`src/rtl/px7_pkg.sv`:
```
package px7_pkg;
    localparam int LANE_CNT  = 3;
    localparam int SLOT_CNT  = 7;
    // Clock-lane shape; bit 0 is the earliest slot of the frame.
    localparam logic [SLOT_CNT-1:0] FRAME_PAT = 7'b1100011;
endpackage

```
`src/rtl/px7_slot_shift.sv`:
```
module px7_slot_shift #(
    parameter int SLOTS = 7
) (
    input  logic             clk,
    input  logic             rst_n,
    input  logic             clr,
    input  logic             bit_i,
    output logic [SLOTS-1:0] win_o
);
    logic [SLOTS-1:0] sr_d, sr_q;

    // Newest sample enters at the top; bit 0 holds the oldest of the window.
    always_comb begin
        win_o = {bit_i, sr_q[SLOTS-1:1]};
        sr_d  = clr ? '0 : win_o;
    end

    always_ff @(posedge clk or negedge rst_n) begin
        if (!rst_n) sr_q <= '0;
        else        sr_q <= sr_d;
    end
endmodule

```
`src/rtl/px7_frame_align.sv`:
```
module px7_frame_align #(
    parameter int SLOTS = 7
) (
    input  logic clk,
    input  logic rst_n,
    input  logic pwr_dn,
    input  logic hit,
    output logic fire_o,
    output logic lock_o,
    output logic pclk_o
);
    localparam int CNT_W = $clog2(SLOTS);
    localparam logic [CNT_W-1:0] LAST    = CNT_W'(SLOTS - 1);
    localparam logic [CNT_W-1:0] HI_FROM = CNT_W'(SLOTS / 2);

    typedef struct packed {
        logic [CNT_W-1:0] cnt;
        logic             armed;
        logic             lock;
        logic             pclk;
    } algn_t;

    algn_t st_d, st_q;
    logic  at_end;

    always_comb begin
        st_d   = st_q;
        fire_o = 1'b0;
        at_end = (st_q.cnt == LAST);
        st_d.cnt = at_end ? '0 : st_q.cnt + CNT_W'(1);
        if (pwr_dn) begin
            st_d = '0;
        end else if (st_q.lock) begin
            if (at_end) begin
                if (hit) begin
                    fire_o = 1'b1;
                end else begin
                    st_d.lock  = 1'b0;
                    st_d.armed = 1'b0;
                end
            end
        end else if (hit) begin
            st_d.cnt = '0;
            if (st_q.armed && at_end) begin
                st_d.lock  = 1'b1;
                st_d.armed = 1'b0;
            end else begin
                st_d.armed = 1'b1;
            end
        end else if (at_end) begin
            st_d.armed = 1'b0;
        end
        st_d.pclk = st_d.lock && (st_d.cnt >= HI_FROM);
    end

    always_ff @(posedge clk or negedge rst_n) begin
        if (!rst_n) st_q <= '0;
        else        st_q <= st_d;
    end

    assign lock_o = st_q.lock;
    assign pclk_o = st_q.pclk;
endmodule

```
`src/rtl/px7_deser.sv`:
```
module px7_deser #(
    parameter int LANES = px7_pkg::LANE_CNT,
    parameter int SLOTS = px7_pkg::SLOT_CNT,
    parameter logic [SLOTS-1:0] CLK_PAT = px7_pkg::FRAME_PAT
) (
    input  logic                   clk,
    input  logic                   rst_n,
    input  logic                   pwr_dn_i,
    input  logic                   clk_lane_i,
    input  logic [LANES-1:0]       data_lane_i,
    output logic [LANES*SLOTS-1:0] px_word_o,
    output logic                   px_valid_o,
    output logic                   px_clk_o,
    output logic                   locked_o
);
    localparam int WORD = LANES * SLOTS;

    typedef struct packed {
        logic [WORD-1:0] word;
        logic            valid;
    } out_t;

    logic [SLOTS-1:0] clk_win;
    logic [WORD-1:0]  word_win;
    logic             hit, fire;
    out_t             o_d, o_q;

    px7_slot_shift #(.SLOTS(SLOTS)) u_clk_sr (
        .clk(clk), .rst_n(rst_n), .clr(pwr_dn_i),
        .bit_i(clk_lane_i), .win_o(clk_win)
    );

    for (genvar k = 0; k < LANES; k++) begin : g_lane
        px7_slot_shift #(.SLOTS(SLOTS)) u_sr (
            .clk(clk), .rst_n(rst_n), .clr(pwr_dn_i),
            .bit_i(data_lane_i[k]), .win_o(word_win[k*SLOTS +: SLOTS])
        );
    end

    assign hit = (clk_win == CLK_PAT);

    px7_frame_align #(.SLOTS(SLOTS)) u_align (
        .clk(clk), .rst_n(rst_n), .pwr_dn(pwr_dn_i), .hit(hit),
        .fire_o(fire), .lock_o(locked_o), .pclk_o(px_clk_o)
    );

    always_comb begin
        o_d       = o_q;
        o_d.valid = fire;
        if (fire)     o_d.word = word_win;
        if (pwr_dn_i) o_d      = '0;
    end

    always_ff @(posedge clk or negedge rst_n) begin
        if (!rst_n) o_q <= '0;
        else        o_q <= o_d;
    end

    assign px_word_o  = o_q.word;
    assign px_valid_o = o_q.valid;
endmodule

```
`config.mk`:
```
export PLATFORM = sky130hd
export DESIGN_NAME = px7_deser
export DESIGN_NICKNAME = d
export VERILOG_FILES = /design/src/rtl/px7_pkg.sv /design/src/rtl/px7_slot_shift.sv /design/src/rtl/px7_frame_align.sv /design/src/rtl/px7_deser.sv
export SDC_FILE = /design/constraint.sdc
export NUM_CORES = 1
export LEC_CHECK = 0
export BUFFER_PORTS_ARGS = -buffer_cell sky130_fd_sc_hd__clkbuf_2
export CORE_MARGIN = 10
export CORE_UTILIZATION = 59
export CTS_CLUSTER_DIAMETER = 40
export CTS_CLUSTER_SIZE = 14
export DETAILED_ROUTE_END_ITERATION = 7
export PLACE_DENSITY = 0.79
export SLEW_MARGIN = 40
export SYNTH_ARGS = -nofsm -noshare
export SYNTH_HDL_FRONTEND = slang
export SYNTH_SLANG_ARGS = --single-unit
```
`constraint.sdc`:
```
create_clock -name clk -period 3.1 [get_ports clk]
set_input_delay 0.465 -clock clk [delete_from_list [all_inputs] [get_ports clk]]
set_output_delay 0.465 -clock clk [all_outputs]
set_load 0.02 [all_outputs]
```
==> results of run 1 <==
## cell type report
cell class	instances	share of cell area (%)
inverters	1	0.164
flip-flops and latches	52	57.0
well taps	46	2.52
repair buffers	31	6.90
clock buffers	6	1.81
clock inverters	1	0.219
multi-input cells	94	31.4
## sequential cells by signal, summed over array words and instances (netlist names)
name and count:
g_lane.u_sr.sr_q 18, px_word_o 21, u_align.lock_o 1, u_align.pclk_o 1, u_align.st_q 4, px_valid_o 1
u_clk_sr.sr_q 6
## metal layers
metal | up-vias | routed length [um] | track usage (%) | share of wire [%]
met2 | 26 | 1730 | 21.8 | 50
met1 | 607 | 1450 | 12.7 | 42
met3 | 7 | 222 | 4.73 | 6.4
li1 | 562 | - | - | -
met4 | 0 | 68 | 5.38 | 2.0
met5 | - | 0 | 0 | 0
## kinds of logic (layout without fill, tap and decap cells)
kind of cell	count (synthesis)	count (layout)	synth area share, %
flops	52	52	62.7
mux	23	23	13.9
buf+inv	9	39	2.77
simple gates	64	64	18.2
compound gates	6	6	1.99
xor+xnor	1	1	0.422
## how the worst max path moves through the flow
stage                                start  slack [ns]       endpoint
after CTS                 u_clk_sr.sr_q[5]        1.05  px_word_o[13]
final                     u_clk_sr.sr_q[5]        1.06  px_word_o[13]
after global routing      u_clk_sr.sr_q[5]        1.01  px_word_o[13]
after floorplan           u_clk_sr.sr_q[5]        1.30  px_word_o[11]
after detailed placement        clk_lane_i        1.02  px_word_o[13]
after global placement          clk_lane_i        0.97  px_word_o[18]
## worst max-delay path, delay by kind of cell, from the launching register on
family,cells,cell delay [ns]
mux,1,0.39
simple gates,2,1.14
flops,1,0.40
## placed cells by master (no fill, tap or decap), drive strengths merged, types with 3 or more instances in the layout
cell	n
dfrtp	52
mux2	19
nor2b	42
nor2	4
mux2i	4
buf	3
nand2	8
clkbuf	34
## power by group through the flow
stage	clock (mW)	sequential, mW	combinational, mW
3_3_place_gp	0	0.707	0.0425
3_5_place_dp	0	0.708	0.0452
4_1_cts	0.283	0.695	0.0452
6_report	0.275	0.695	0.0436
5_1_grt	0.315	0.697	0.0504
2_1_floorplan	0	0.705	0.0261
## stage by stage
step	util (%)	hold WS, ns	cell area (sq um)	std cells	setup WS, ns
floorplan	-	0.169	2070	155	1.30
global placement	66.5	0.472	2240	224	0.973
detailed placement	66.5	0.489	2240	224	1.02
CTS	67.9	0.171	2280	231	1.05
global route	67.9	0.153	2280	231	1.01
finish	67.9	0.124	2280	231	1.06
==> metrics.yaml, run 1 <==
max-vdd-ir-drop_uv: 328
grt_pass1_vias: 1361
p_switching_uw: 228
crit_arrival_ns: 2.30
cts_root_buffer: "clkbuf_4"
rr_worst_depth: 3
status: "complete, no violations"
layout-drive-gt1-share_pct: 31.9
overflow: 0
clkPwrFrac_pct: 27.2
synthDominantCellAreaShare_pct: 62.7
firstDrtPassIters: 4
setup_viol: 0
chipWidth_um: 79.3
p_sw_share_pct: 22.5
synthTopCellsByCount: "dfrtp_1, nor2b_1, mux2_2"
vias: 1202
cts.hold.buffers_added: 0
seqPwrFrac_pct: 68.5
max_freq_mhz: 489
yosys_warnings: 0
synthCells: 155
drcViolationCount: 0
cts_resized: 0
io_pins: 31
period_share_pct: 65.9
cts.htree.levels: 2
rsz0062_at_grt: "false"
finalHoldViolations: 0
crit-reg2reg-launch: "u_clk_sr.sr_q[5]"
relSlewSlack_pct: 49.5
clockBufferDepth: 2
hold_path.class: "in2async"
cts_tree: "yes"
drt_iter0_drc: 55
maxCapViolations: 0
slowest_delay_ns: 0.73
synth_area_leaders: "dfrtp_1, nor2b_1, mux2_4"
grt_max_degree: 47
dp.final_hpwl_um: 2440
n_antenna_cell: 0
fin_setup_tns_ns: 0
finClkSkew_ns: 0.00333
end_kind: "flip-flop"
grt_util_all_layers_pct: 12.3
critPathSlowestCell: "or3_2"
ys_ff_latch: 52
cts_setup_buffers: 0
avgViaCountPerCell: 5.20
io_buffers: 30
crit_fanout: 19
ff2ff_setup_slack_ns: 1.06
r2r_end: "px_word_o[13]"
clkTransAtPathRegs_ns: 0.13
fillers: 280
worst_slew_pin_slew_ns: 0.758
numCtsBuffers: 5
routedWlPerCell_um: 15.1
rows: 21
worst_setup_path_start_kind: "flip-flop"
drv_slew: 0
p_per_area_mw_per_mm2: 444
async_flop_share_pct: 100
power_mw: 1.01
seq_area_frac_synth_pct: 62.7
crit_type: "reg2reg"
syn_area_sq_mm: 0.00207
nets: 192
synth_nets: 162
drt-total-wl_um: 3480
multiInputGateArea_sq_um: 717
yosys.area.top_type: "dfrtp_1"
cp.required_ns: 3.36
synth_edf_count: 0
ff_latch_area_sq_mm: 0.00130
floorplan.initialDensity_pct: 61.7
clock_sinks: 52
crit_chain: "or3_4, or3_2, mux2_4"
die_area_sq_mm: 0.00629
ant_nets: 0
p_int_uw: 786
syn_avg_cell_area_sq_um: 13.4
p_comb_share_pct: 4.3
gp_congestion: 0.778
p_leak_nw: 1.19
die_h_um: 79.3
yosysMostFrequentCell: "dfrtp_1"
antenna_found_initial: 0
clk_latency_ns: 0.35
min_period_ns: 2.04
core_sq_mm: 0.00336
syn_to_final_growth_pct: 10.1
synth.distinct_cells: 26
ys.flop_type: "dfrtp_1"
grt_pass1_wl_um: 6140
Power figures use the tool's default switching activity.
==> run 2, diff against run 1 <==
--- a/config.mk
+++ b/config.mk
@@ -7,11 +7,11 @@
 export LEC_CHECK = 0
 export BUFFER_PORTS_ARGS = -buffer_cell sky130_fd_sc_hd__clkbuf_2
 export CORE_MARGIN = 10
-export CORE_UTILIZATION = 59
+export CORE_UTILIZATION = 50
 export CTS_CLUSTER_DIAMETER = 40
 export CTS_CLUSTER_SIZE = 14
 export DETAILED_ROUTE_END_ITERATION = 7
-export PLACE_DENSITY = 0.79
+export PLACE_DENSITY = 0.71
 export SLEW_MARGIN = 40
 export SYNTH_ARGS = -nofsm -noshare
 export SYNTH_HDL_FRONTEND = slang
==> constraint.sdc (replaced) <==
create_clock -name clk -period 1.85 [get_ports clk]
set_input_delay 0.2775 -clock clk [delete_from_list [all_inputs] [get_ports clk]]
set_output_delay 0.2775 -clock clk [all_outputs]
set_load 0.02 [all_outputs]
==> run 2 against run 1 <==
  * Sequential share of layout area decreased by 3.5 points
  * Global-route usage fell by 1.5 points
  * Total power up 87%
  * Critical endpoint unchanged
  * Highest routed layer unchanged
==> metrics.yaml, run 2 (synthesis results as in run 1) <==
fillers: 339  # was 280
r2r_end: "px_word_o[13]"  # unchanged
max_freq_mhz: 559  # was 489 MHz
end_kind: "flip-flop"  # unchanged
avgViaCountPerCell: 4.96  # was 5.20
layout_commonest_cell: "dfrtp_1"  # unchanged
clk_latency_ns: 0.30  # was 0.35 ns
dp.final_hpwl_um: 2590  # was 2440 um
largest_reg_flops: 21  # unchanged
finClkSkew_ns: 0.00587  # was 0.00333 ns
fin_setup_tns_ns: 0  # unchanged
numCtsBuffers: 5  # unchanged
ant_nets: 0  # unchanged
hold_path.class: "in2reg"  # was in2async
worst_setup_path_start_kind: "flip-flop"  # unchanged
crit_fanout: 19  # unchanged
die_area_sq_mm: 0.00713  # was 0.00629 sq mm
drcViolationCount: 0  # unchanged
crit_end: "px_word_o[13]"  # unchanged
antenna_found_initial: 0  # unchanged
post-route-cell-area_sq_mm: 0.00243  # was 0.00228 sq mm
floorplan.initialDensity_pct: 51.9  # was 61.7%
p_leak_nw: 1.26  # was 1.19 nW
drv_slew: 0  # unchanged
p_per_area_mw_per_mm2: 780  # was 444 mW/mm^2
final_cell_mix: "dfrtp_1, nor2b_1, clkbuf_2, mux2_2, mux2_4"  # unchanged
maxCapViolations: 0  # unchanged
min_period_ns: 1.79  # was 2.04 ns
rr_worst_depth: 4  # was 3
crit_start: "u_clk_sr.sr_q[5]"  # unchanged
multiInputGateArea_sq_um: 721  # was 717 sq um
vias: 1205  # was 1,202
ff2ff_setup_slack_ns: 0.06  # was 1.06 ns
ff_latch_area_sq_mm: 0.00130  # unchanged
grt_pass1_wl_um: 6200  # was 6140 um
max-vdd-ir-drop_uv: 467  # was 328 uV
crit_arrival_ns: 1.98  # was 2.30 ns
nets: 199  # was 192
cp.required_ns: 2.04  # was 3.36 ns
crit_type: "reg2reg"  # unchanged
routedWlPerCell_um: 15.0  # was 15.1 um
finalHoldViolations: 0  # unchanged
grt_util_all_layers_pct: 10.8  # was 12.3%
drt-total-wl_um: 3630  # was 3480 um
setup_viol: 0  # unchanged
drt_iter0_drc: 48  # was 55
period_share_pct: 96.6  # was 65.9%
relSlewSlack_pct: 56.0  # was 49.5%
crit-reg2reg-launch: "u_clk_sr.sr_q[5]"  # unchanged
placed_cell_area_sq_mm: 0.00232  # was 0.00224 sq mm
power_mw: 1.90  # was 1.01 mW
core_sq_mm: 0.00400  # was 0.00336 sq mm
globalRouteMet1Util_pct: 12.8  # was 12.7%
status: "complete, no violations"  # unchanged
n_antenna_cell: 0  # unchanged
chipWidth_um: 84.4  # was 79.3 um
grt_max_degree: 29  # was 47
cts_tree: "yes"  # unchanged
final_core_util_pct: 60.8  # was 67.9%
rsz0062_at_grt: "false"  # unchanged
grt_pass1_vias: 1299  # was 1,361
clkTransAtPathRegs_ns: 0.09  # was 0.13 ns
busiest_layer: "met2"  # unchanged
use_met3_pct: 4.73  # about the same
io_buffers: 30  # unchanged
rows: 23  # was 21
cts_setup_buffers: 0  # unchanged
layout-drive-gt1-share_pct: 34.7  # was 31.9%
cts_root_buffer: "clkbuf_8"  # was clkbuf_4
cts.htree.levels: 2  # unchanged
gp_congestion: 0.730  # was 0.778
die_h_um: 84.4  # was 79.3 um
use_met2_pct: 16.5  # was 21.8%
overflow: 0  # unchanged
worst_slew_pin_slew_ns: 0.661  # was 0.758 ns
clock_sinks: 52  # unchanged
clockBufferDepth: 2  # unchanged
timing.hold.ws_ns: 0.210  # was 0.124 ns
io_pins: 31  # unchanged
firstDrtPassIters: 4  # unchanged
syn_to_final_growth_pct: 17.2  # was 10.1%
run 2: where the power goes:
part	internal (mW)	leakage (nW)	switching, mW
clock network	0.299	0.0510	0.346
logic	0.0352	0.494	0.0561
registers	1.15	0.716	0.00801
total	1.49	1.26	0.411
run 2: per-stage QoR:
stage               setup WS, ns  cells
global placement          0.0956    234
global route              0.0265    243
floorplan                 0.0457    155
CTS                       0.0326    243
finish                    0.0625    243
detailed placement        0.0459    234
run 2: critical path, cell delays in order (launching register included):
cell	delay [ns]
dfrtp_1	0.38
or3_4	0.42
or3_4	0.39
buf_12	0.17
mux2_4	0.30
run 2: layer usage:
metal,vias up,share of wire (%)
li1,579,-
met1,589,44
met2,32,49
met3,5,6.2
met4,0,1.2
met5,-,0
run 2: worst min path at each step:
stage	from	to	slack [ns]	depth (start not counted)
after floorplan	rst_n	g_lane[0].u_sr.sr_q[1]	-0.02	0
after global placement	rst_n	px_word_o[0]	0.31	1
after detailed placement	rst_n	u_align.pclk_o	0.32	1
after CTS	data_lane_i[0]	g_lane[0].u_sr.sr_q[6]	0.20	2
after global routing	data_lane_i[2]	g_lane[2].u_sr.sr_q[6]	0.21	2
final	data_lane_i[0]	g_lane[0].u_sr.sr_q[6]	0.21	2
run 2: what timing repair did:
| action | 4_1_cts | 5_1_grt |
|---|---|---|
| resized for setup | 0 | 1 |
| hold endpoints to repair | 24 | 0 |
| hold buffers | 1 | 0 |
| endpoints found under the setup margin | 0 | 3 |
run 2: layout make-up:
class,instances,share of cell area [%]
clock buffers,6,3.40
multi-input cells,94,29.6
repair buffers,38,10.3
flip-flops and latches,52,53.5
well taps,50,2.57
clock inverters,2,0.412
inverters,1,0.154
==> run 3, diff against run 2 <==
--- a/config.mk
+++ b/config.mk
@@ -5,7 +5,7 @@
 export SDC_FILE = /design/constraint.sdc
 export NUM_CORES = 1
 export LEC_CHECK = 0
-export BUFFER_PORTS_ARGS = -buffer_cell sky130_fd_sc_hd__clkbuf_2
+export BUFFER_PORTS_ARGS = -buffer_cell sky130_fd_sc_hd__buf_2
 export CORE_MARGIN = 10
 export CORE_UTILIZATION = 50
 export CTS_CLUSTER_DIAMETER = 40
==> run 3 against run 2 <==
  * Die area unchanged
  * First-iteration DRC count down 4.2%
  * Total power up 0.98%
  * Sequential power about the same
  * Routed wire length down 2.6%
  * Flip-flop and latch count unchanged
  * Largest cell class unchanged
  * Highest routed layer unchanged
==> metrics.yaml, run 3 (synthesis results as in run 1) <==
cts_root_buffer: "clkbuf_8"  # unchanged
cts.hold.buffers_added: 1  # unchanged
antenna_found_initial: 0  # unchanged
grt_util_all_layers_pct: 10.6  # was 10.8%
nets: 200  # was 199
p_per_area_mw_per_mm2: 785  # was 780 mW/mm^2
clk_latency_ns: 0.30  # about the same
firstDrtPassIters: 2  # was 4
drcViolationCount: 0  # unchanged
status: "complete, no violations"  # unchanged
final_cell_mix: "dfrtp_1, nor2b_1, buf_2, mux2_2, mux2_4"  # was dfrtp_1, nor2b_1, clkbuf_2, mux2_2, mux2_4
cp.required_ns: 2.04  # about the same
numCtsBuffers: 5  # unchanged
floorplan.initialDensity_pct: 51.9  # unchanged
n_antenna_cell: 0  # unchanged
core_sq_mm: 0.00400  # unchanged
finalHoldViolations: 0  # unchanged
cts_resized: 0  # unchanged
drt-total-wl_um: 3540  # was 3630 um
rr_worst_depth: 4  # unchanged
cts_tree: "yes"  # unchanged
grt_pass1_wl_um: 6220  # was 6200 um
crit_fanout: 19  # unchanged
grt_max_degree: 29  # unchanged
drv_slew: 0  # unchanged
worst_slew_pin_slew_ns: 0.563  # was 0.661 ns
chipWidth_um: 84.4  # unchanged
syn_to_final_growth_pct: 17.6  # was 17.2%
rsz0062_at_grt: "false"  # unchanged
gp_congestion: 0.704  # was 0.730
end_kind: "flip-flop"  # unchanged
drt_iter0_drc: 46  # was 48
max-vdd-ir-drop_uv: 568  # was 467 uV
fin_setup_tns_ns: 0  # unchanged
die_h_um: 84.4  # unchanged
setup_slack_ns: 0.0892  # was 0.0625 ns
io_buffers: 30  # unchanged
layout_commonest_cell: "dfrtp_1"  # unchanged
clock_sinks: 52  # unchanged
finClkSkew_ns: 0.00271  # was 0.00587 ns
cts_setup_buffers: 0  # unchanged
rows: 23  # unchanged
maxCapViolations: 0  # unchanged
avgViaCountPerCell: 4.92  # was 4.96
vias: 1200  # was 1,205
cts.htree.levels: 2  # unchanged
hold_depth: 2  # unchanged
worst_setup_path_start_kind: "flip-flop"  # unchanged
setup_viol: 0  # unchanged
die_area_sq_mm: 0.00713  # unchanged
p_leak_nw: 1.28  # was 1.26 nW
largest_reg_flops: 21  # unchanged
dp.final_hpwl_um: 2510  # was 2590 um
crit_type: "reg2reg"  # unchanged
max_freq_mhz: 568  # was 559 MHz
post-place-ws_ns: 0.0969  # was 0.0459 ns
min_period_ns: 1.76  # was 1.79 ns
clockBufferDepth: 2  # unchanged
routedWlPerCell_um: 14.5  # was 15.0 um
layout-drive-gt1-share_pct: 34.5  # was 34.7%
relSlewSlack_pct: 62.5  # was 56.0%
grt_pass1_vias: 1303  # was 1,299
hold_path.class: "in2reg"  # unchanged
io_pins: 31  # unchanged
ant_nets: 0  # unchanged
clkTransAtPathRegs_ns: 0.09  # about the same
overflow: 0  # unchanged
crit_arrival_ns: 1.95  # was 1.98 ns
timing.hold.ws_ns: 0.235  # was 0.210 ns
period_share_pct: 95.2  # was 96.6%
run 3: cell count changes in the layout (fill, tap and decap cells not counted):
| cell | change |
|---|---|
| clkbuf_2 | -30 |
| buf_2 | +30 |
| clkinv_2 | -2 |
| or3_1 | +1 |
| clkinvlp_4 | +2 |
| buf_4 | +1 |
| or3_4 | -1 |
run 3: per-stage QoR:
step / total power, mW / utilization, % / cells / area, sq um
after floorplan: 1.22 / - / 155 / 2070
after global placement: 1.27 / 58.3 / 235 / 2330
after detailed placement: 1.28 / 58.3 / 235 / 2330
after CTS: 1.95 / 61.0 / 244 / 2440
after global routing: 2.02 / 61.0 / 244 / 2440
final: 1.92 / 61.0 / 244 / 2440
run 3: power breakdown:
part / switching, mW / internal, mW
Combinational: 0.0570 / 0.0356
Clock: 0.359 / 0.303
Sequential: 0.00850 / 1.15
Total: 0.425 / 1.49
run 3: worst paths after layout:
kind	end	startpoint	slack, ns
worst max-delay path	px_word_o[13]	u_clk_sr.sr_q[5]	0.09
worst min-delay path	g_lane[1].u_sr.sr_q[6]	data_lane_i[1]	0.24
worst max register to register	px_word_o[13]	u_clk_sr.sr_q[5]	0.09
worst min register to register	u_clk_sr.sr_q[2]	u_clk_sr.sr_q[3]	0.51
max in group asynchronous	px_word_o[17]	rst_n	0.82
min in group asynchronous	g_lane[1].u_sr.sr_q[1]	rst_n	0.50
run 3: layer usage:
metal / global-route usage, % / share of wire (%) / up-vias
li1: - / - / 579
met1: 12.5 / 45 / 590
met4: 3.59 / 0.71 / 0
met2: 17.0 / 48 / 29
met5: 0 / 0 / -
met3: 4.54 / 6.0 / 2
run 3: final cells by class:
type	count	area, sq um
tap	50	62.6
sequential	52	1300
inverter	1	3.75
fill	333	1560
clock inverter	2	15.0
timing repair buffer	39	258
multi-input combinational	94	716
clock buffer	6	82.6
run 3: worst max-delay path, cell delays in order, from the launching register on:
cell	delay (ns)
dfrtp_1	0.39
or3_4	0.38
or3_1	0.40
buf_12	0.19
mux2_4	0.30
